<file path="src/rtl/uart_pkg.sv">
package uart_pkg;
  localparam int DATA_W = 8;
  localparam int ADDR_W = 3;
  localparam int FRAME_W = DATA_W + 2;

  localparam logic [ADDR_W-1:0] ADDR_DATA   = 3'd0;
  localparam logic [ADDR_W-1:0] ADDR_TXSTAT = 3'd1;
  localparam logic [ADDR_W-1:0] ADDR_RXSTAT = 3'd2;
  localparam logic [ADDR_W-1:0] ADDR_CFG    = 3'd3;
  localparam logic [ADDR_W-1:0] ADDR_DIV    = 3'd4;

  // Config byte layout, most significant field first
  typedef struct packed {
    logic       rxIrqEn;
    logic       txIrqEn;
    logic [1:0] stopSel;
    logic       parOdd;
    logic       parEn;
    logic [1:0] lenSel;
  } cfgT;

  // Strobes from control to datapath
  typedef struct packed {
    logic txLoad;
    logic txShift;
    logic txDone;
    logic rxCapture;
    logic rxDone;
  } strobeT;

  typedef enum logic [1:0] {TX_IDLE, TX_BITS, TX_STOP} txStateT;
  typedef enum logic [1:0] {RX_IDLE, RX_START, RX_BITS, RX_STOP} rxStateT;

  function automatic logic [3:0] lenOf(logic [1:0] sel);
    return 4'd5 + {2'b00, sel};
  endfunction
endpackage

</file>
<file path="src/rtl/uart_control.sv">
module uart_control
  import uart_pkg::*;
#(
  parameter int OVERSAMPLE = 16
) (
  input  logic       clk,
  input  logic       rstN,
  input  logic       tick,
  input  logic       txGo,
  input  logic       rxIn,
  input  logic [1:0] lenSel,
  input  logic       parEn,
  input  logic [1:0] stopSel,
  output strobeT     strb
);
  localparam int CNT_W = $clog2(2 * OVERSAMPLE);
  localparam logic [CNT_W-1:0] BIT_LAST  = CNT_W'(OVERSAMPLE - 1);
  localparam logic [CNT_W-1:0] HALF_LAST = CNT_W'(OVERSAMPLE / 2 - 1);

  txStateT txState;
  rxStateT rxState;
  logic [CNT_W-1:0] txTick, rxTick, stopLast;
  logic [3:0] txBit, rxBit, txFrameLast, rxBitsLast;

  assign txFrameLast = lenOf(lenSel) + {3'b000, parEn};
  assign rxBitsLast  = lenOf(lenSel) + {3'b000, parEn} - 4'd1;

  always_comb begin
    case (stopSel)
      2'd0:    stopLast = CNT_W'(OVERSAMPLE - 1);
      2'd1:    stopLast = CNT_W'(OVERSAMPLE + OVERSAMPLE / 2 - 1);
      default: stopLast = CNT_W'(2 * OVERSAMPLE - 1);
    endcase
  end

  always_comb begin
    strb = '0;
    strb.txLoad    = (txState == TX_IDLE) && txGo;
    strb.txShift   = tick && (txState == TX_BITS) && (txTick == BIT_LAST);
    strb.txDone    = tick && (txState == TX_STOP) && (txTick == stopLast);
    strb.rxCapture = tick && (rxState == RX_BITS) && (rxTick == BIT_LAST);
    strb.rxDone    = tick && (rxState == RX_STOP) && (rxTick == BIT_LAST);
  end

  always_ff @(posedge clk or negedge rstN) begin
    if (!rstN) begin
      txState <= TX_IDLE;
      txTick  <= '0;
      txBit   <= '0;
    end else begin
      case (txState)
        TX_IDLE: if (txGo) begin
          txState <= TX_BITS;
          txTick  <= '0;
          txBit   <= '0;
        end
        TX_BITS: if (tick) begin
          if (txTick == BIT_LAST) begin
            txTick <= '0;
            if (txBit == txFrameLast) txState <= TX_STOP;
            else txBit <= txBit + 4'd1;
          end else txTick <= txTick + 1'b1;
        end
        default: if (tick) begin
          if (txTick == stopLast) txState <= TX_IDLE;
          else txTick <= txTick + 1'b1;
        end
      endcase
    end
  end

  always_ff @(posedge clk or negedge rstN) begin
    if (!rstN) begin
      rxState <= RX_IDLE;
      rxTick  <= '0;
      rxBit   <= '0;
    end else if (tick) begin
      case (rxState)
        RX_IDLE: if (!rxIn) begin
          rxState <= RX_START;
          rxTick  <= '0;
        end
        RX_START: begin
          if (rxTick == HALF_LAST) begin
            rxTick  <= '0;
            rxBit   <= '0;
            rxState <= rxIn ? RX_IDLE : RX_BITS;
          end else rxTick <= rxTick + 1'b1;
        end
        RX_BITS: begin
          if (rxTick == BIT_LAST) begin
            rxTick <= '0;
            if (rxBit == rxBitsLast) rxState <= RX_STOP;
            else rxBit <= rxBit + 4'd1;
          end else rxTick <= rxTick + 1'b1;
        end
        default: begin
          if (rxTick == BIT_LAST) rxState <= RX_IDLE;
          else rxTick <= rxTick + 1'b1;
        end
      endcase
    end
  end

  // A start request from the register side must only arrive while the transmitter is idle
  assert_go_when_idle_R5: assert property (@(posedge clk) disable iff (!rstN)
    txGo |-> (txState == TX_IDLE));
endmodule

</file>
<file path="src/rtl/uart_datapath.sv">
module uart_datapath
  import uart_pkg::*;
#(
  parameter int DIV_W = 8,
  parameter logic [DIV_W-1:0] DIV_RESET = '0
) (
  input  logic              clk,
  input  logic              rstN,
  input  logic              busWr,
  input  logic [ADDR_W-1:0] busAddr,
  input  logic [DATA_W-1:0] busWdata,
  output logic [DATA_W-1:0] busRdata,
  input  logic              rxLine,
  output logic              txLine,
  output logic              txIrq,
  output logic              rxIrq,
  input  strobeT            strb,
  output logic              tick,
  output logic              txGo,
  output logic              rxIn,
  output cfgT               cfg
);
  logic [DIV_W-1:0] divReg, divCnt;
  logic [DATA_W-1:0] txData, rxData, txMasked, rxMasked;
  logic [FRAME_W-1:0] txShreg, txFrame;
  logic [DATA_W:0] rxShreg, rxAligned;
  logic [3:0] dataLen, rxCount;
  logic txBusy, rxReady, rxParErr, rxFrmErr, txPar, rxParBad;
  logic [1:0] rxSync;

  assign dataLen = lenOf(cfg.lenSel);
  assign rxCount = dataLen + {3'b000, cfg.parEn};
  assign tick    = (divCnt == '0);
  assign txGo    = busWr && (busAddr == ADDR_TXSTAT) && busWdata[0] && !txBusy;
  assign rxIn    = rxSync[1];
  assign txLine  = txShreg[0];
  assign txIrq   = cfg.txIrqEn && !txBusy;
  assign rxIrq   = cfg.rxIrqEn && rxReady;

  // Frame image: start bit, masked data, optional parity, ones above
  always_comb begin
    txMasked = '0;
    for (int i = 0; i < DATA_W; i++)
      if (i < int'(dataLen)) txMasked[i] = txData[i];
    txPar = (^txMasked) ^ cfg.parOdd;
    txFrame = '1;
    txFrame[0] = 1'b0;
    for (int i = 0; i < DATA_W; i++)
      if (i < int'(dataLen)) txFrame[i+1] = txData[i];
    if (cfg.parEn) txFrame[dataLen + 4'd1] = txPar;
  end

  // Newest bits sit at the top of the shift register
  always_comb begin
    rxAligned = rxShreg >> (4'(DATA_W + 1) - rxCount);
    rxMasked = '0;
    for (int i = 0; i < DATA_W; i++)
      if (i < int'(dataLen)) rxMasked[i] = rxAligned[i];
    rxParBad = cfg.parEn && ((^rxMasked) ^ rxAligned[dataLen] ^ cfg.parOdd);
  end

  always_comb begin
    case (busAddr)
      ADDR_DATA:   busRdata = rxData;
      ADDR_TXSTAT: busRdata = {7'b0, txBusy};
      ADDR_RXSTAT: busRdata = {5'b0, rxFrmErr, rxParErr, rxReady};
      ADDR_CFG:    busRdata = cfg;
      ADDR_DIV:    busRdata = DATA_W'(divReg);
      default:     busRdata = '0;
    endcase
  end

  always_ff @(posedge clk or negedge rstN) begin
    if (!rstN) begin
      cfg     <= cfgT'(8'h03);
      divReg  <= DIV_RESET;
      divCnt  <= '0;
      txData  <= '0;
      txBusy  <= 1'b0;
      txShreg <= '1;
    end else begin
      if (busWr && busAddr == ADDR_CFG)  cfg    <= cfgT'(busWdata);
      if (busWr && busAddr == ADDR_DIV)  divReg <= DIV_W'(busWdata);
      if (busWr && busAddr == ADDR_DATA) txData <= busWdata;
      divCnt <= tick ? divReg : divCnt - 1'b1;
      if (txGo) txBusy <= 1'b1;
      else if (strb.txDone) txBusy <= 1'b0;
      if (strb.txLoad) txShreg <= txFrame;
      else if (strb.txShift) txShreg <= {1'b1, txShreg[FRAME_W-1:1]};
    end
  end

  always_ff @(posedge clk or negedge rstN) begin
    if (!rstN) begin
      rxSync   <= 2'b11;
      rxShreg  <= '0;
      rxData   <= '0;
      rxReady  <= 1'b0;
      rxParErr <= 1'b0;
      rxFrmErr <= 1'b0;
    end else begin
      rxSync <= {rxSync[0], rxLine};
      if (strb.rxCapture) rxShreg <= {rxIn, rxShreg[DATA_W:1]};
      if (strb.rxDone) begin
        rxData   <= rxMasked;
        rxReady  <= 1'b1;
        rxParErr <= rxParBad;
        rxFrmErr <= !rxIn;
      end else if (busWr && busAddr == ADDR_RXSTAT && !busWdata[0]) begin
        rxReady  <= 1'b0;
        rxParErr <= 1'b0;
        rxFrmErr <= 1'b0;
      end
    end
  end

  assert_idle_line_high_R2: assert property (@(posedge clk) disable iff (!rstN)
    !txBusy |-> txLine);
  assert_start_bit_low_R2: assert property (@(posedge clk) disable iff (!rstN)
    strb.txLoad |=> !txLine);
  assert_busy_ends_at_stop_R4: assert property (@(posedge clk) disable iff (!rstN)
    $fell(txBusy) |-> $past(strb.txDone));
  assert_ready_from_frame_R6: assert property (@(posedge clk) disable iff (!rstN)
    $rose(rxReady) |-> $past(strb.rxDone));
endmodule

</file>
<file path="src/rtl/uart_core.sv">
module uart_core
  import uart_pkg::*;
#(
  parameter int OVERSAMPLE = 16,
  parameter int DIV_W = 8,
  parameter logic [DIV_W-1:0] DIV_RESET = '0
) (
  input  logic              clk,
  input  logic              rstN,
  input  logic              busWr,
  input  logic [ADDR_W-1:0] busAddr,
  input  logic [DATA_W-1:0] busWdata,
  output logic [DATA_W-1:0] busRdata,
  input  logic              rxLine,
  output logic              txLine,
  output logic              txIrq,
  output logic              rxIrq
);
  strobeT strb;
  cfgT cfg;
  logic tick, txGo, rxIn;

  uart_datapath #(.DIV_W(DIV_W), .DIV_RESET(DIV_RESET)) u_datapath (
    .clk(clk), .rstN(rstN), .busWr(busWr), .busAddr(busAddr), .busWdata(busWdata),
    .busRdata(busRdata), .rxLine(rxLine), .txLine(txLine), .txIrq(txIrq), .rxIrq(rxIrq),
    .strb(strb), .tick(tick), .txGo(txGo), .rxIn(rxIn), .cfg(cfg)
  );

  uart_control #(.OVERSAMPLE(OVERSAMPLE)) u_control (
    .clk(clk), .rstN(rstN), .tick(tick), .txGo(txGo), .rxIn(rxIn),
    .lenSel(cfg.lenSel), .parEn(cfg.parEn), .stopSel(cfg.stopSel), .strb(strb)
  );
endmodule

</file>
<file path="config.mk">
export PLATFORM = sky130hd
export DESIGN_NAME = uart_core
export DESIGN_NICKNAME = d
export VERILOG_FILES = /design/src/rtl/uart_pkg.sv /design/src/rtl/uart_control.sv /design/src/rtl/uart_datapath.sv /design/src/rtl/uart_core.sv
export SDC_FILE = /design/constraint.sdc
export NUM_CORES = 1
export LEC_CHECK = 0
export ABC_AREA = 0
export BUFFER_PORTS_ARGS = -buffer_cell sky130_fd_sc_hd__buf_2
export CAP_MARGIN = 25
export CORE_MARGIN = 2
export CORE_UTILIZATION = 60
export CTS_BUF_LIST = sky130_fd_sc_hd__clkbuf_16
export DETAILED_ROUTE_END_ITERATION = 10
export PLACE_DENSITY_LB_ADDON = 0.25
export REMOVE_ABC_BUFFERS = 1
export SLEW_MARGIN = 0
export SYNTH_ARGS = -nofsm -noshare
export SYNTH_HDL_FRONTEND = slang
export SYNTH_SLANG_ARGS = --single-unit
</file>
<file path="constraint.sdc">
create_clock -name clk -period 4.65 [get_ports clk]
set_input_delay 0.93 -clock clk [delete_from_list [all_inputs] [get_ports clk]]
set_output_delay 0.93 -clock clk [all_outputs]
set_load 0.02 [all_outputs]
</file>
==> results.md <==
- Power per cell area: 419.0 mW/mm2
- Async set or reset register ratio after synthesis: 100.0%
- Crit-path slowest cell: ha_1
- Root Driver: clkbuf_16
- Vias in the first global route: 3904
- Resize count post-CTS: 0
- Kind of critical path: register to register
- Total number of vias: 3929
- DP HPWL: 8221 um
- Mux contribution to synthesized area: 14.97%
- Crit-path max FO: 21
- DR WL/cell: 17.36 um
- Final setup vio count: 0
- Final hold violation count: 0
- Cell with the most instances after synthesis: dfrtp_1
- DR WL met2: 5735 um
- Setup TNS: 0 ns
- DRT met1 WL: 4912 um
- Hold_buf cts: 0
- Via density: 6.017
- Top-Level Pins: 26
- VDD IR max: 0.2474 mV
- Clk_skew: 0.01036 ns
- GRT Util Overall: 24.79%
- CP Data Required Time: 4.87 ns
- Max-cap viol count: 0
- Fin crit share: 77.49%
- Multi-input logic area: 0.002810 mm2
- Slew Limit Fails: 0
- Top cell by count, worst path: xnor2_1
- Post-route ant nets: 0
- CTS Buf Count: 9
- Fin cells: 653
- GR Overflow Total: 0
- Crit end category: register
- Unrepaired setup endpoints after global routing: false
- Core Footprint: 0.008551 mm2
- Pin count of the biggest net entering global routing: 45
- Worst slack at placement: 1.121 ns
- CP top delay family: adder cells
- Mapped cell area: 0.005214 mm2
- XOR/XNOR share of the synthesized area: 5.640%
- Synth cell types: 67
- # clock sinks: 87
- Met3 wire len: 532 um
- Synth Area in Compound Gates: 12.43%
- Port Buf Inserts: 25
- Synth top cells by count: dfrtp_1 (73), nand2_1 (67), o21ai_0 (44)
- CP Cell Sequence: inv_1 > ha_1 > mux2i_1 > a2111oi_0 > nor3_1 > xnor3_1 > xnor2_1 > xnor2_1 > o21ai_1
- Htree depth: 3
- Starting Density: 60.97%
- Row Count: 34
- Share of layout cells above drive strength 1: 20.37%
- Total inserted antenna cells: 0
- Drc violations: 0
- DP Area: 0.005378 mm2
- Die ar.: 0.009451 mm2
- Slowest stage delay, CP: 0.86 ns
- Clock latency on the worst-skew pair: 0.34 ns
- Die span in x: 97.22 um
- Top area cells in the synthesized netlist: dfrtp_1 (35%), mux2_2 (8.4%), dfstp_2 (7.1%), nand2_1 (4.8%), mux2i_1 (4.6%)
- Clock buffer depth: 2
- Synth warnings: 0
- DR pass1 iterations: 4
- Net count, final: 574
- FF+latch count, synth: 87
- Top Layer Used: met4
- Synth Area in Adders: 4.704%
- Placed cell count: 637
- Filler cells: 671
- Max transition margin: 45.67%
- Number of flops mapped to enable cells by yosys: 0
- Final instance area: 0.005674 mm2
- Synth area leader: dfrtp_1
- Min cycle time layout: 3.603 ns
- Status: complete, no violations
- Register area: 0.002195 mm2
- Slew at the pin with the worst max-slew slack: 0.8150 ns
- Top FF cell, synth: dfrtp_1
- CTS tree: yes
- Hold_ws: 0.3718 ns
- Layout area overhead: 8.831%
- Postcts setup bufs: 0
- First-pass GRT wire length: 18910 um
- Post-synthesis sequential area ratio: 42.09%
- Area share of the largest cell type after synthesis: 35.04%
- Drt total wl: 11340 um
- DIE HEIGHT: 97.22 um
- Pleak: 2.455 nW
- Cells after Synth: 522
- Startpoint types: register
- Initial antenna violation count: 0
- Largest family of logic cells by synthesized area: simple AND/OR/NAND/NOR gates
- Post-route worst setup slack: 1.047 ns
- Synth Area in Simple Gates: 16.15%
- FMAX: 277.5 MHz
- Hold crit path type: register to register
- Syn Area/Cell: 9.988 um2
- Placer Congestion: 0.8514
- DRT iter0 DRCs: 207
- CP Data Arrival Time: 3.82 ns
- Buf+Inv Stages, Crit Path: 1
- Reg clk slew, reported paths: 0.07 ns
## power by group
part	leakage, nW	switching (W)	internal (W)
logic	1.24	0.000387	0.000289
clock network	0.144	0.000305	0.000417
registers	1.07	0.000113	0.000867
## layout make-up
cell class              count  area share (%)
clock inverters             7           1.257
repair buffers             27           2.734
clock buffers               9           3.969
multi-input cells         393           49.53
well taps                 108           2.381
flip-flops and latches     87           38.68
inverters                  22           1.455
## worst paths after layout
kind                            cells past startpoint  slack (ns)            startpoint                    end
worst max-delay path                                9        1.05     u_datapath.cfg[0]    u_datapath.rxParErr
worst min-delay path                                0        0.37  u_datapath.rxSync[0]   u_datapath.rxSync[1]
worst max register to register                      9        1.05     u_datapath.cfg[0]    u_datapath.rxParErr
worst min register to register                      0        0.37  u_datapath.rxSync[0]   u_datapath.rxSync[1]
max in group asynchronous                           2        3.38                  rstN  u_datapath.txShreg[9]
min in group asynchronous                           1        0.58                  rstN   u_datapath.divReg[7]
## worst reg2reg max path: stages (launching register included)
cell and delay (ns):
dfstp_2 0.61, inv_1 0.16, ha_1 0.86, mux2i_1 0.61
a2111oi_0 0.16, nor3_1 0.29, xnor3_1 0.37, xnor2_1 0.17
xnor2_1 0.16, o21ai_1 0.08
## layout by cell type, fill, tap and decap left out, types with 4 or more instances in the layout
cell type   n
nor2b_1     9
a31oi_1     4
inv_1      23
dfstp_2    14
nor2_1     31
xnor2_1    20
mux2_2     39
buf_2      24
nand3_1    18
o22ai_1     5
mux2i_1    24
a21oi_1    18
xor2_1     11
nor3_1      6
nand2b_1    7
clkbuf_16   9
nand4_1     4
ha_1       18
o21ai_0    44
dfrtp_1    73
nand2_1    67
## kinds of logic after synthesis
family / Yosys count
xor gates and xnor gates: 32
buffers and inverters: 42
adders and majority gates: 19
muxes: 68
AOI/OAI and AO/OA: 104
DFF: 87
and+or+nand+nor: 170
## sequential cells by signal, summed over array words and instances, names as in the netlist
name and count:
u_datapath.rxSync 2, u_control.rxBit 4, u_control.txBit 4, u_control.rxState 2, u_datapath.cfg 8, u_datapath.rxParErr 1, u_datapath.divCnt 8, u_datapath.txData 8
u_control.rxTick 5, u_datapath.rxFrmErr 1, u_datapath.rxShreg 9, u_datapath.rxData 8, u_datapath.rxReady 1, u_datapath.txShreg 10, u_datapath.divReg 8, u_datapath.txBusy 1
u_control.txTick 5, u_control.txState 2
## layer usage
metal / up-vias / global-route usage, %
li1: 1877 / -
met1: 1944 / 32.00
met2: 95 / 42.63
met3: 13 / 3.885
met4: 0 / 8.761
met5: - / 0
## through the flow
stage	utilization, %	power, W
2_1_floorplan	-	0.001471
3_3_place_gp	62.66	0.001608
3_5_place_dp	62.89	0.001654
4_1_cts	66.36	0.002377
5_1_grt	66.36	0.002504
6_report	66.36	0.002378
Note: power is estimated with default switching activity, not from simulation.
